--- src/rtl/bchdec_pkg.sv ---
package bchdec_pkg;
  localparam int unsigned WORD_W = 32;
  localparam int unsigned BODY_W = WORD_W - 1;
  localparam int unsigned CHK_W  = 10;
  localparam int unsigned POS_W  = $clog2(BODY_W);
  localparam logic [CHK_W:0] GEN_POLY = 11'h769;

  typedef enum logic [1:0] {
    FLG_CLEAN  = 2'b00,
    FLG_SINGLE = 2'b01,
    FLG_PAIR   = 2'b10,
    FLG_FAIL   = 2'b11
  } flag_e;

  typedef enum logic [1:0] {
    HIT_NONE   = 2'b00,
    HIT_SINGLE = 2'b01,
    HIT_PAIR   = 2'b10
  } hit_e;

  typedef enum logic [1:0] {
    ST_IDLE = 2'b00,
    ST_SCAN = 2'b01,
    ST_FIN  = 2'b10
  } state_e;

  // multiply a residue by x modulo the generator
  function automatic logic [CHK_W-1:0] mul_x(input logic [CHK_W-1:0] r);
    mul_x = {r[CHK_W-2:0], 1'b0} ^ (r[CHK_W-1] ? GEN_POLY[CHK_W-1:0] : '0);
  endfunction
endpackage

--- src/rtl/bch_syn_calc.sv ---
module bch_syn_calc
  import bchdec_pkg::*;
#(
  parameter int unsigned W_WORD = WORD_W,
  parameter int unsigned W_CHK  = CHK_W
) (
  input  logic [W_WORD-1:0] word_i,
  output logic [W_CHK-1:0]  syn_o
);
  localparam int unsigned W_BODY = W_WORD - 1;

  logic [W_CHK-1:0] acc;
  logic             fb;

  // body bit k (word bit k+1) is the coefficient of x^k; Horner from the top
  always_comb begin
    acc = '0;
    fb  = 1'b0;
    for (int i = W_BODY - 1; i >= 0; i--) begin
      fb  = acc[W_CHK-1];
      acc = {acc[W_CHK-2:0], word_i[i+1]} ^ (fb ? GEN_POLY[W_CHK-1:0] : '0);
    end
    syn_o = acc;
  end
endmodule

--- src/rtl/bch_pattern_scan.sv ---
module bch_pattern_scan
  import bchdec_pkg::*;
#(
  parameter int unsigned W_CHK  = CHK_W,
  parameter int unsigned W_POS  = POS_W,
  parameter int unsigned N_BODY = BODY_W
) (
  input  logic             clk,
  input  logic             rst_n,
  input  logic             start_i,
  input  logic             step_i,
  input  logic [W_CHK-1:0] syn_i,
  output hit_e             kind_o,
  output logic [W_POS-1:0] pos_o,
  output logic             last_o
);
  localparam logic [W_POS-1:0] LAST_IDX = W_POS'(N_BODY - 1);

  logic [W_CHK-1:0] pow_q, pow_d;
  logic [W_POS-1:0] idx_q, idx_d;
  logic [W_POS-1:0] pos_q, pos_d;
  hit_e             kind_q, kind_d;
  logic             en;
  logic [W_CHK-1:0] pair_syn;

  assign en       = start_i | step_i;
  assign pair_syn = pow_q ^ mul_x(pow_q);
  assign last_o   = (idx_q == LAST_IDX);

  always_comb begin
    pow_d  = pow_q;
    idx_d  = idx_q;
    pos_d  = pos_q;
    kind_d = kind_q;
    if (start_i) begin
      pow_d  = W_CHK'(1);
      idx_d  = '0;
      pos_d  = '0;
      kind_d = HIT_NONE;
    end else if (step_i) begin
      if (pow_q == syn_i) begin
        kind_d = HIT_SINGLE;
        pos_d  = idx_q;
      end else if (!last_o && (pair_syn == syn_i)) begin
        kind_d = HIT_PAIR;
        pos_d  = idx_q;
      end
      pow_d = mul_x(pow_q);
      idx_d = idx_q + 1'b1;
    end
  end

  always_ff @(posedge clk or negedge rst_n) begin
    if (!rst_n) begin
      pow_q  <= W_CHK'(1);
      idx_q  <= '0;
      pos_q  <= '0;
      kind_q <= HIT_NONE;
    end else if (en) begin
      pow_q  <= pow_d;
      idx_q  <= idx_d;
      pos_q  <= pos_d;
      kind_q <= kind_d;
    end
  end

  assign kind_o = kind_q;
  assign pos_o  = pos_q;
endmodule

--- src/rtl/bch_fix_classify.sv ---
module bch_fix_classify
  import bchdec_pkg::*;
#(
  parameter int unsigned W_WORD = WORD_W,
  parameter int unsigned W_POS  = POS_W
) (
  input  logic [W_WORD-1:0] word_i,
  input  logic              syn_zero_i,
  input  hit_e              kind_i,
  input  logic [W_POS-1:0]  pos_i,
  input  logic              brk_i,
  output logic [W_WORD-1:0] data_o,
  output flag_e             flags_o,
  output logic              msg_o,
  output logic              eom_o
);
  logic [W_WORD-1:0] mask;
  logic [W_WORD-1:0] fixed;
  logic              raw_odd;
  logic              fix_odd;

  always_comb begin
    case (kind_i)
      HIT_SINGLE: mask = W_WORD'(1) << (pos_i + 1'b1);
      HIT_PAIR:   mask = W_WORD'(3) << (pos_i + 1'b1);
      default:    mask = '0;
    endcase
  end

  assign fixed   = word_i ^ mask;
  assign raw_odd = ^word_i;
  assign fix_odd = ^fixed;

  always_comb begin
    if (syn_zero_i) begin
      if (!raw_odd) begin
        data_o  = word_i;
        flags_o = FLG_CLEAN;
      end else begin
        data_o  = word_i ^ W_WORD'(1);
        flags_o = FLG_SINGLE;
      end
    end else if ((kind_i != HIT_NONE) && !fix_odd) begin
      data_o  = fixed;
      flags_o = (kind_i == HIT_PAIR) ? FLG_PAIR : FLG_SINGLE;
    end else begin
      data_o  = word_i;
      flags_o = FLG_FAIL;
    end
  end

  assign msg_o = brk_i | data_o[W_WORD-1];
  assign eom_o = ~msg_o;
endmodule

--- src/rtl/bch_msg_decoder.sv ---
module bch_msg_decoder
  import bchdec_pkg::*;
#(
  parameter int unsigned W_WORD = WORD_W,
  parameter int unsigned W_CHK  = CHK_W,
  parameter int unsigned W_POS  = POS_W
) (
  input  logic              clk,
  input  logic              rst_n,
  input  logic              cw_valid,
  input  logic [W_WORD-1:0] cw_data,
  input  logic              brk_mode,
  output logic              res_valid,
  output logic [W_WORD-1:0] res_data,
  output logic [1:0]        res_flags,
  output logic              res_msg,
  output logic              res_eom
);
  localparam int unsigned N_BODY = W_WORD - 1;

  logic              rst_meta, rst_sync;
  state_e            state_q, state_d;
  logic [W_WORD-1:0] word_q;
  logic [W_CHK-1:0]  syn_q, syn_in;
  logic              brk_q;
  logic              accept, step, finish, last_idx;
  hit_e              hit_kind;
  logic [W_POS-1:0]  hit_pos;
  logic [W_WORD-1:0] fix_data;
  flag_e             fix_flags;
  logic              fix_msg, fix_eom;

  always_ff @(posedge clk or negedge rst_n) begin
    if (!rst_n) begin
      rst_meta <= 1'b0;
      rst_sync <= 1'b0;
    end else begin
      rst_meta <= 1'b1;
      rst_sync <= rst_meta;
    end
  end

  bch_syn_calc #(.W_WORD(W_WORD), .W_CHK(W_CHK)) u_syn (
    .word_i (cw_data),
    .syn_o  (syn_in)
  );

  assign accept = (state_q == ST_IDLE) & cw_valid;
  assign step   = (state_q == ST_SCAN);
  assign finish = (state_q == ST_FIN);

  always_comb begin
    state_d = state_q;
    case (state_q)
      ST_IDLE: if (cw_valid) state_d = ST_SCAN;
      ST_SCAN: if (last_idx) state_d = ST_FIN;
      ST_FIN:  state_d = ST_IDLE;
      default: state_d = ST_IDLE;
    endcase
  end

  always_ff @(posedge clk or negedge rst_sync) begin
    if (!rst_sync) state_q <= ST_IDLE;
    else           state_q <= state_d;
  end

  always_ff @(posedge clk or negedge rst_sync) begin
    if (!rst_sync) begin
      word_q <= '0;
      syn_q  <= '0;
      brk_q  <= 1'b0;
    end else if (accept) begin
      word_q <= cw_data;
      syn_q  <= syn_in;
      brk_q  <= brk_mode;
    end
  end

  bch_pattern_scan #(.W_CHK(W_CHK), .W_POS(W_POS), .N_BODY(N_BODY)) u_scan (
    .clk     (clk),
    .rst_n   (rst_sync),
    .start_i (accept),
    .step_i  (step),
    .syn_i   (syn_q),
    .kind_o  (hit_kind),
    .pos_o   (hit_pos),
    .last_o  (last_idx)
  );

  bch_fix_classify #(.W_WORD(W_WORD), .W_POS(W_POS)) u_fix (
    .word_i     (word_q),
    .syn_zero_i (syn_q == '0),
    .kind_i     (hit_kind),
    .pos_i      (hit_pos),
    .brk_i      (brk_q),
    .data_o     (fix_data),
    .flags_o    (fix_flags),
    .msg_o      (fix_msg),
    .eom_o      (fix_eom)
  );

  always_ff @(posedge clk or negedge rst_sync) begin
    if (!rst_sync) begin
      res_valid <= 1'b0;
      res_eom   <= 1'b0;
    end else begin
      res_valid <= finish;
      res_eom   <= finish & fix_eom;
    end
  end

  always_ff @(posedge clk or negedge rst_sync) begin
    if (!rst_sync) begin
      res_data  <= '0;
      res_flags <= FLG_CLEAN;
      res_msg   <= 1'b0;
    end else if (finish) begin
      res_data  <= fix_data;
      res_flags <= fix_flags;
      res_msg   <= fix_msg;
    end
  end
endmodule

--- config.mk ---
export PLATFORM = sky130hd
export DESIGN_NAME = bch_msg_decoder
export DESIGN_NICKNAME = d
export VERILOG_FILES = /design/src/rtl/bchdec_pkg.sv /design/src/rtl/bch_syn_calc.sv /design/src/rtl/bch_pattern_scan.sv /design/src/rtl/bch_fix_classify.sv /design/src/rtl/bch_msg_decoder.sv
export SDC_FILE = /design/constraint.sdc
export NUM_CORES = 1
export LEC_CHECK = 0
export ABC_CLOCK_PERIOD_IN_PS = 3400
export BUFFER_PORTS_ARGS = -buffer_cell sky130_fd_sc_hd__buf_2
export CAP_MARGIN = 20
export CORE_MARGIN = 2
export CORE_UTILIZATION = 45
export CTS_BUF_LIST = sky130_fd_sc_hd__clkbuf_8 sky130_fd_sc_hd__clkbuf_16
export DETAILED_ROUTE_END_ITERATION = 12
export GPL_ROUTABILITY_DRIVEN = 0
export HOLD_SLACK_MARGIN = 0.02
export PLACE_DENSITY = 0.68
export RECOVER_POWER = 100
export SLEW_MARGIN = 20
export SYNTH_ARGS = -nofsm -noshare
export SYNTH_HDL_FRONTEND = slang
export SYNTH_SLANG_ARGS = --single-unit
--- constraint.sdc ---
create_clock -name clk -period 3.4 [get_ports clk]
set_input_delay 0.17 -clock clk [delete_from_list [all_inputs] [get_ports clk]]
set_output_delay 0.17 -clock clk [all_outputs]
set_load 0.01 [all_outputs]
==> flow_metrics.py, run 1 <==
metrics = {
    "outcome": {
        "status": "finished, violations left",
        "violations": "capacitance limit, slew limit, setup timing",
    },
    "routing": {
        "vias": 5757,
        "avgViaCountPerCell": 5.61,
        "ant_nets": 0,
        "dr.pass1.iters": 5,
        "drtIter0Drc": 530,
        "avgRoutedWirePerCell_um": 17.2,
        "wl_mm": 17.7,
        "drc": 0,
    },
    "layout": {
        "drive_gt1_frac": 0.167,
        "diodes": 0,
        "fin_cells": 1026,
        "syn2layout_area_growth_pct": 20.2,
        "num-fill-cells": 1312,
        "multiInputGateArea_sq_mm": 0.00404,
        "final_nets": 879,
        "seq_area_sq_mm": 0.00265,
    },
    "global_routing": {
        "grt_usage": 0.222,
        "grt_pass1_vias": 5241,
        "grt_overflow": 0,
        "antenna_found_initial": 0,
        "grt_max_degree": 57,
        "grt_first_pass_wirelength_mm": 28.0,
    },
    "logic_synthesis": {
        "syn_area_sq_mm": 0.00665,
        "ys_seq_area_frac": 0.399,
        "yosys.area.top_type": "dfrtp_1",
        "ys_ff_latch": 106,
        "yosys_most_used_dff": "dfrtp_1",
        "synth_top_cell_area_share": 0.395,
        "synth_cell_types": 59,
        "synth.area.top_cells": "dfrtp_1, xnor2_1, nand2_1",
        "synth_edf_count": 0,
        "syn_avg_cell_area_sq_um": 8.94,
        "synthesis.nets": 786,
        "yosysWarnings": 0,
        "syn_inst": 744,
        "async_flop_share": 1.00,
    },
    "placement": {
        "hpwl_mm": 12.7,
        "place_inst": 999,
        "port-buffer-count": 72,
    },
    "worst_setup_path": {
        "critPathCaptureType": "flip-flop",
        "worstPathArrival_ns": 3.74,
        "startpoint_type": "flip-flop",
        "critical_path_required_ns": 3.62,
        "worstPathMaxFanout": 9,
        "critPathKind": "reg2reg",
    },
    "floorplan": {
        "initial_utilization": 0.460,
        "rows": 44,
        "fp.dieArea_sq_mm": 0.0158,
        "die-width_um": 126,
        "die_y_um": 126,
        "core_area_sq_mm": 0.0145,
        "ioPinCount": 73,
    },
    "timing": {
        "fin_ws_ns": -0.114,
        "finalCritPeriodShare": 1.03,
        "min_period_ns": 3.51,
        "finalSetupViolCount": 9,
        "rsz0062_at_grt": "true",
        "final_hold_viol_count": 0,
        "slew_headroom": -0.338,
        "fmax_mhz": 285,
        "slew_viol_final": 86,
        "worstMarginPinSlew_ns": 2.01,
        "fin_skew_ns": 0.00978,
    },
    "clocking": {
        "cts_tree": "yes",
        "clk_latency_ns": 0.36,
        "ctsHtreeMaxLevel": 3,
        "root_buffer": "clkbuf_16",
        "cts_buffers": 9,
        "path_clk_slew_ns": 0.08,
        "cts_buffer_depth": 2,
        "cts_sinks": 106,
    },
    "job": {
        "maxCapViolations": 2,
    },
    "worst_hold_path": {
        "hp-class": "in2reg",
    },
}
## worst max-delay path, stage by stage (launching register included)
cell	delay (ns)
dfrtp_1	0.42
ha_4	0.19
ha_4	0.21
and4bb_2	0.36
nor2_4	0.06
o211a_1	0.21
a221oi_2	0.20
xor2_1	0.23
xor3_2	0.54
xnor2_4	0.20
buf_6	0.17
buf_4	0.14
o211ai_1	0.28
o311ai_2	0.16
## flip-flops by register name, summed over array words and instances (netlist names), 2 cells and up
name	count
u_scan.pow_q	10
state_q	2
u_scan.kind_o	2
u_scan.pos_o	5
u_scan.idx_q	5
res_data	32
res_flags	2
syn_q	10
word_q	32
## cell usage after synthesis, types with 5 or more instances
cell / number
o311ai_0: 10
inv_1: 10
nor2_1: 34
xor2_1: 42
buf_2: 7
o311ai_1: 16
nand4_1: 6
nand2_1: 148
nor3_1: 12
a31oi_1: 6
or3_1: 5
a22o_1: 5
a21oi_1: 26
ha_1: 6
and3_1: 16
xnor2_1: 105
or4_1: 9
o211ai_1: 23
nand3_1: 17
dfrtp_1: 105
a22oi_1: 10
o21ai_0: 31
clkbuf_1: 29
## layout by cell type, fill, tap and decap left out, drive strengths merged, types with 2 or more instances in the layout
| cell | n |
|---|---|
| nand4 | 6 |
| o211ai | 23 |
| nor2b | 3 |
| o31ai | 4 |
| mux2 | 2 |
| a31oi | 6 |
| inv | 10 |
| a211oi | 4 |
| a22oi | 10 |
| nor4 | 3 |
| and3 | 16 |
| xor2 | 42 |
| nor3 | 12 |
| buf | 73 |
| or3 | 5 |
| clkinvlp | 2 |
| nor3b | 3 |
| or2 | 8 |
| a22o | 5 |
| nand2 | 148 |
| ha | 6 |
| clkinv | 4 |
| o311ai | 26 |
| dfrtp | 105 |
| nand2b | 3 |
| a21oi | 26 |
| nand3 | 19 |
| o21a | 3 |
| xnor2 | 108 |
| nor2 | 34 |
| or4 | 9 |
| clkbuf | 55 |
| and2 | 4 |
| o21ai | 34 |
| dlygate4sd3 | 4 |
## what timing repair did
| action | in CTS | in global routing |
|---|---|---|
| hold buffers | 4 | 0 |
| pin swaps | 0 | 32 |
| hold endpoints to repair | 5 | 0 |
| gates resized for setup | 2 | 59 |
| buffers inserted | 1 | 7 |
| setup endpoints to repair | 12 | 35 |
## layer usage
metal | GRT usage | wire [um]
met5 | 0 | 0
met4 | 0.0582 | 369
met3 | 0.0436 | 1100
met2 | 0.329 | 8070
met1 | 0.333 | 8130
## final cells by class
cell class / count / share of cell area
Clock buffer: 10 / 0.0299
Clock inverter: 6 / 0.00673
Inverter: 10 / 0.00469
Multi-Input combinational cell: 588 / 0.506
Sequential cell: 106 / 0.332
Tap cell: 184 / 0.0288
Timing Repair Buffer: 122 / 0.0925
## worst paths after layout
path,startpoint,to,slack [ns],cells after the start
max,u_scan.pos_o[1],res_data[23],-0.11,13
min reg2reg,rst_meta,rst_sync,0.35,0
max reg2reg,u_scan.pos_o[1],res_data[23],-0.11,13
min in group asynchronous,rst_n,rst_meta,0.13,2
max in group asynchronous,rst_sync,u_scan.pos_o[3],0.75,1
min,cw_data[19],word_q[19],0.04,3
## logic make-up after synthesis
group	count (synthesis)	share of synthesized area
compound gates	148	0.152
xor+xnor	152	0.210
fa+ha+maj	6	0.0113
buf+inv	50	0.0301
flops	106	0.399
mux	3	0.00489
other cells	1	0.000564
simple gates	278	0.193
## stage by stage
step	cell area (sq um)	setup TNS [ns]	hold slack, ns	setup WS [ns]	util
floorplan	6660	0	-0.126	0.0158	-
global placement	7430	0	-0.0436	0.0698	0.513
detailed placement	7430	-0.0327	-0.0401	-0.0115	0.513
CTS	7790	0	0.0380	0.00129	0.538
global route	8000	-4.96	0.0426	-0.224	0.552
finish	8000	-0.257	0.0439	-0.114	0.552
Power of run 1 is not shown: default switching activity piles up to over one toggle a cycle in this logic, so the estimate is an artifact.
==> run 2, diff against run 1 <==
CORE_UTILIZATION = 50   (was 45)
PLACE_DENSITY = 0.74   (was 0.68)
SETUP_SLACK_MARGIN = 0.05   (was default)
==> flow_metrics.py, run 2 (synthesis results as in run 1) <==
metrics = {
    "timing": {
        "rsz0062_at_grt": "true",
        "finalCritPeriodShare": 1.01,
        "finalSetupViolCount": 6,
        "slew_headroom": -0.416,
        "fmax_mhz": 292,
        "min_period_ns": 3.42,
        "final_hold_viol_count": 0,
        "worstMarginPinSlew_ns": 2.12,
        "fin_skew_ns": 0.00614,
        "fin_ws_ns": -0.0203,
        "slew_viol_final": 132,
    },
    "global_routing": {
        "grt_usage": 0.254,
        "grt_overflow": 0,
        "antenna_found_initial": 0,
        "grt_max_degree": 77,
        "grt_pass1_vias": 5594,
        "grt_first_pass_wirelength_mm": 28.8,
    },
    "layout": {
        "diodes": 0,
        "num-fill-cells": 1150,
        "largestRegisters": "res_data x32, word_q x32",
        "postLayoutCellArea_sq_mm": 0.00792,
        "drive_gt1_frac": 0.160,
        "final_core_util": 0.603,
        "multiInputGateArea_sq_mm": 0.00398,
        "layout_common_cells": "nand2_1, xnor2_1, dfrtp_1",
        "seq_area_sq_mm": 0.00266,
        "final_nets": 883,
        "layout_commonest_cell": "nand2_1",
        "fin_cells": 1022,
        "syn2layout_area_growth_pct": 19.0,
    },
    "worst_setup_path": {
        "critPathSlowestCell": "xor3_2",
        "worstPathArrival_ns": 3.71,
        "r2r_cells": 12,
        "critPathKind": "reg2reg",
        "r2r_slack_ns": -0.02,
        "critPathCaptureType": "flip-flop",
        "cpPeakStageDelay_ns": 0.61,
        "startpoint_type": "flip-flop",
        "r2r-end": "res_data[10]",
        "worstPathMaxFanout": 7,
        "critical_path_required_ns": 3.69,
        "path_cells": "ha_4 -> ha_4 -> and4bb_2 -> a31oi_1 -> o21ai_1 -> xnor2_1 -> a31oi_1 -> xor3_2 -> xnor2_4 -> buf_6 -> or4_4 -> nand3_2",
        "r2r_start": "u_scan.pos_o[0]",
    },
    "floorplan": {
        "fp.dieArea_sq_mm": 0.0142,
        "core_area_sq_mm": 0.0131,
        "die_y_um": 119,
        "ioPinCount": 73,
        "rows": 42,
        "initial_utilization": 0.506,
        "die-width_um": 119,
    },
    "worst_hold_path": {
        "hp-class": "in2reg",
        "hold_path_end": "word_q[0]",
        "whs_path_depth": 3,
        "hp-start": "cw_data[0]",
    },
    "outcome": {
        "status": "finished, violations left",
        "violations": "capacitance limit, slew limit, setup timing",
    },
    "routing": {
        "vias": 5967,
        "avgViaCountPerCell": 5.84,
        "drc": 0,
        "wl_mm": 17.9,
        "dr.pass1.iters": 6,
        "ant_nets": 0,
        "avgRoutedWirePerCell_um": 17.5,
        "drtIter0Drc": 607,
    },
    "clocking": {
        "path_clk_slew_ns": 0.07,
        "ctsHtreeMaxLevel": 3,
        "clk_latency_ns": 0.35,
        "cts_buffer_depth": 2,
        "cts_tree": "yes",
        "root_buffer": "clkbuf_16",
        "cts_buffers": 9,
        "cts_sinks": 106,
    },
    "placement": {
        "placed_cell_area_sq_mm": 0.00745,
        "place_inst": 997,
        "hpwl_mm": 12.8,
        "port-buffer-count": 72,
    },
    "job": {
        "maxCapViolations": 2,
    },
}
[run 2: cell types whose count changed in the layout (fill, tap and decap cells not counted), sizes merged]
cell         delta
clkinvlp        -2
bufinv          +1
xnor2           +1
clkinv          -4
clkbuf          -3
dlygate4sd3     -2
inv             +5
buf             +8
[run 2: per-layer routing]
metal | GRT usage | up-vias | part of all wire | wire length, um
met5 | 0 | - | 0 | 0
met4 | 0.0838 | 0 | 0.027 | 475
met3 | 0.0493 | 41 | 0.075 | 1330
met2 | 0.394 | 250 | 0.46 | 8230
met1 | 0.359 | 2897 | 0.44 | 7850
li1 | - | 2779 | - | -
[run 2: worst max-delay path: cells and delay by family (launching register included)]
kind                       cells  cell delay [ns]
xor gates and xnor gates       3             0.98
and+or+nand+nor                3             0.87
AOI/OAI and AO/OA              3             0.48
adders and majority gates      2             0.45
DFF                            1             0.42
buffers and inverters          1             0.16
[run 2: repair_timing]
action / in CTS / in global routing
setup endpoints to repair: 34 / 35
gates cloned: 1 / 0
hold buffers: 2 / 0
buffers inserted: 4 / 2
pin swaps: 3 / 15
hold endpoints to repair: 3 / 0
gates resized for setup: 9 / 31
[run 2: per-stage QoR]
stage | TNS (ns) | setup WS, ns | hold WS [ns]
floorplan | 0 | 0.111 | -0.126
global placement | -0.635 | -0.114 | -0.0433
detailed placement | -2.76 | -0.280 | -0.0399
CTS | 0 | 0.0171 | 0.0392
global route | -1.61 | -0.106 | 0.0531
finish | -0.0698 | -0.0203 | 0.0400
[run 2: how the worst max path moves through the flow]
stage / startpoint / endpoint / slack, ns / cells after the start
final: u_scan.pos_o[0] / res_data[10] / -0.02 / 12
after CTS: u_scan.pos_o[0] / res_msg / 0.02 / 11
after detailed placement: u_scan.pos_o[0] / res_data[0] / -0.28 / 13
after global placement: u_scan.pos_o[0] / res_data[0] / -0.11 / 13
after global routing: u_scan.pos_o[0] / res_msg / -0.11 / 11
after floorplan: u_scan.pos_o[0] / res_eom / 0.11 / 12
[run 2: area by class of cell]
| type | count | area share |
|---|---|---|
| Sequential cell | 106 | 0.335 |
| Tap cell | 176 | 0.0278 |
| Clock buffer | 10 | 0.0302 |
| Inverter | 10 | 0.00474 |
| Multi-Input combinational cell | 589 | 0.503 |
| Timing Repair Buffer | 125 | 0.0923 |
| Clock inverter | 6 | 0.00679 |
Power of run 2 is left out for the same reason.
==> run 3, diff against run 2 <==
CTS_BUF_LIST = sky130_fd_sc_hd__clkbuf_8   (was sky130_fd_sc_hd__clkbuf_8 sky130_fd_sc_hd__clkbuf_16)
==> flow_metrics.py, run 3 (synthesis results as in run 1) <==
metrics = {
    "timing": {
        "slew_headroom": -0.380,
        "fmax_mhz": 294,
        "fin_skew_ns": 0.0120,
        "fin_ws_ns": -0.00132,
        "finalCritPeriodShare": 1.00,
        "rsz0062_at_grt": "true",
        "worstMarginPinSlew_ns": 2.07,
        "slew_viol_final": 132,
        "min_period_ns": 3.40,
        "final_hold_viol_count": 0,
        "finalSetupViolCount": 1,
    },
    "clocking": {
        "cts_tree": "yes",
        "cts_buffer_depth": 2,
        "clk_latency_ns": 0.39,
        "cts_buffers": 9,
        "ctsHtreeMaxLevel": 3,
        "cts_sinks": 106,
        "path_clk_slew_ns": 0.10,
        "root_buffer": "clkbuf_8",
    },
    "routing": {
        "dr.pass1.iters": 5,
        "drtIter0Drc": 624,
        "ant_nets": 0,
        "avgRoutedWirePerCell_um": 17.2,
        "wl_mm": 17.7,
        "drc": 0,
        "vias": 5917,
        "avgViaCountPerCell": 5.74,
    },
    "placement": {
        "placed_cell_area_sq_mm": 0.00745,
        "hpwl_mm": 12.8,
        "place_inst": 997,
        "port-buffer-count": 72,
    },
    "floorplan": {
        "die-width_um": 119,
        "rows": 42,
        "fp.dieArea_sq_mm": 0.0142,
        "core_area_sq_mm": 0.0131,
        "ioPinCount": 73,
        "die_y_um": 119,
        "initial_utilization": 0.506,
    },
    "global_routing": {
        "grt_first_pass_wirelength_mm": 28.5,
        "antenna_found_initial": 0,
        "grt_usage": 0.251,
        "grt_pass1_vias": 5588,
        "grt_max_degree": 77,
        "grt_overflow": 0,
    },
    "worst_setup_path": {
        "startpoint_type": "flip-flop",
        "r2r_start": "u_scan.pos_o[0]",
        "worstPathMaxFanout": 7,
        "critical_path_required_ns": 3.73,
        "r2r_cells": 12,
        "worstPathArrival_ns": 3.73,
        "critPathKind": "reg2reg",
        "r2r_slack_ns": -0.001,
        "critPathCaptureType": "flip-flop",
        "r2r-end": "res_data[10]",
    },
    "outcome": {
        "status": "finished, violations left",
        "violations": "capacitance limit, slew limit, setup timing",
    },
    "layout": {
        "drive_gt1_frac": 0.158,
        "layout_common_cells": "nand2_1, xnor2_1, dfrtp_1",
        "final_nets": 891,
        "largestRegisters": "res_data x32, word_q x32",
        "postLayoutCellArea_sq_mm": 0.00789,
        "fin_cells": 1030,
        "syn2layout_area_growth_pct": 18.6,
        "layout_commonest_cell": "nand2_1",
        "diodes": 0,
    },
    "worst_hold_path": {
        "hp-class": "in2reg",
        "whs_path_depth": 3,
        "hp-start": "cw_data[4]",
        "hold_path_end": "word_q[4]",
    },
    "job": {
        "maxCapViolations": 2,
    },
}
## run 3: cell types whose count changed in the layout (fill, tap and decap cells not counted), sizes merged
cell and delta:
dlygate4sd3 +8
## run 3: worst max-delay path by stage
stage / start / to / slack (ns) / cells after the start
2_1_floorplan: u_scan.pos_o[0] / res_eom / 0.11 / 12
6_report: u_scan.pos_o[0] / res_data[10] / -0.001 / 12
3_5_place_dp: u_scan.pos_o[0] / res_data[0] / -0.28 / 13
5_1_grt: u_scan.pos_o[0] / res_msg / -0.10 / 11
3_3_place_gp: u_scan.pos_o[0] / res_data[0] / -0.11 / 13
4_1_cts: u_scan.pos_o[0] / res_msg / 0.01 / 11
## run 3: stage by stage
step | utilization | setup TNS [ns] | hold WS (ns) | worst slack (ns)
global route | 0.601 | -1.45 | 0.0244 | -0.105
floorplan | - | 0 | -0.126 | 0.111
detailed placement | 0.567 | -2.76 | -0.0399 | -0.280
CTS | 0.596 | 0 | 0.0202 | 0.0143
global placement | 0.567 | -0.635 | -0.0433 | -0.114
finish | 0.601 | -0.00132 | 0.0374 | -0.00132
## run 3: critical path, cell delays in order (launching register included)
cell      delay, ns
dfrtp_2        0.43
ha_4           0.18
ha_4           0.27
and4bb_2       0.27
a31oi_1        0.14
o21ai_1        0.10
xnor2_1        0.14
a31oi_1        0.23
xor3_2         0.60
xnor2_4        0.23
buf_6          0.16
or4_4          0.51
nand3_2        0.09
## run 3: routing by layer
metal / vias up / wire length [um] / global-route usage
li1: 2782 / - / -
met1: 2897 / 7870 / 0.356
met2: 209 / 8210 / 0.393
met3: 29 / 1210 / 0.0398
met4: 0 / 392 / 0.0853
met5: - / 0 / 0
## run 3: timing repair
| item | 4_1_cts | 5_1_grt |
|---|---|---|
| setup buffers | 4 | 2 |
| resized for setup | 9 | 29 |
| hold buffers | 10 | 0 |
| cloned | 1 | 0 |
| hold endpoints to repair | 11 | 0 |
| pin swaps | 3 | 18 |
| setup endpoints to repair | 34 | 35 |
## run 3: area by class of cell
class                   instances  area (sq um)
clock buffers                  10           138
flip-flops and latches        106          2660
clock inverters                 6          53.8
repair buffers                133           807
multi-input cells             589          3980
fillers                      1152          5240
inverters                      10          37.5
well taps                     176           220
Power of run 3 is left out for the same reason.
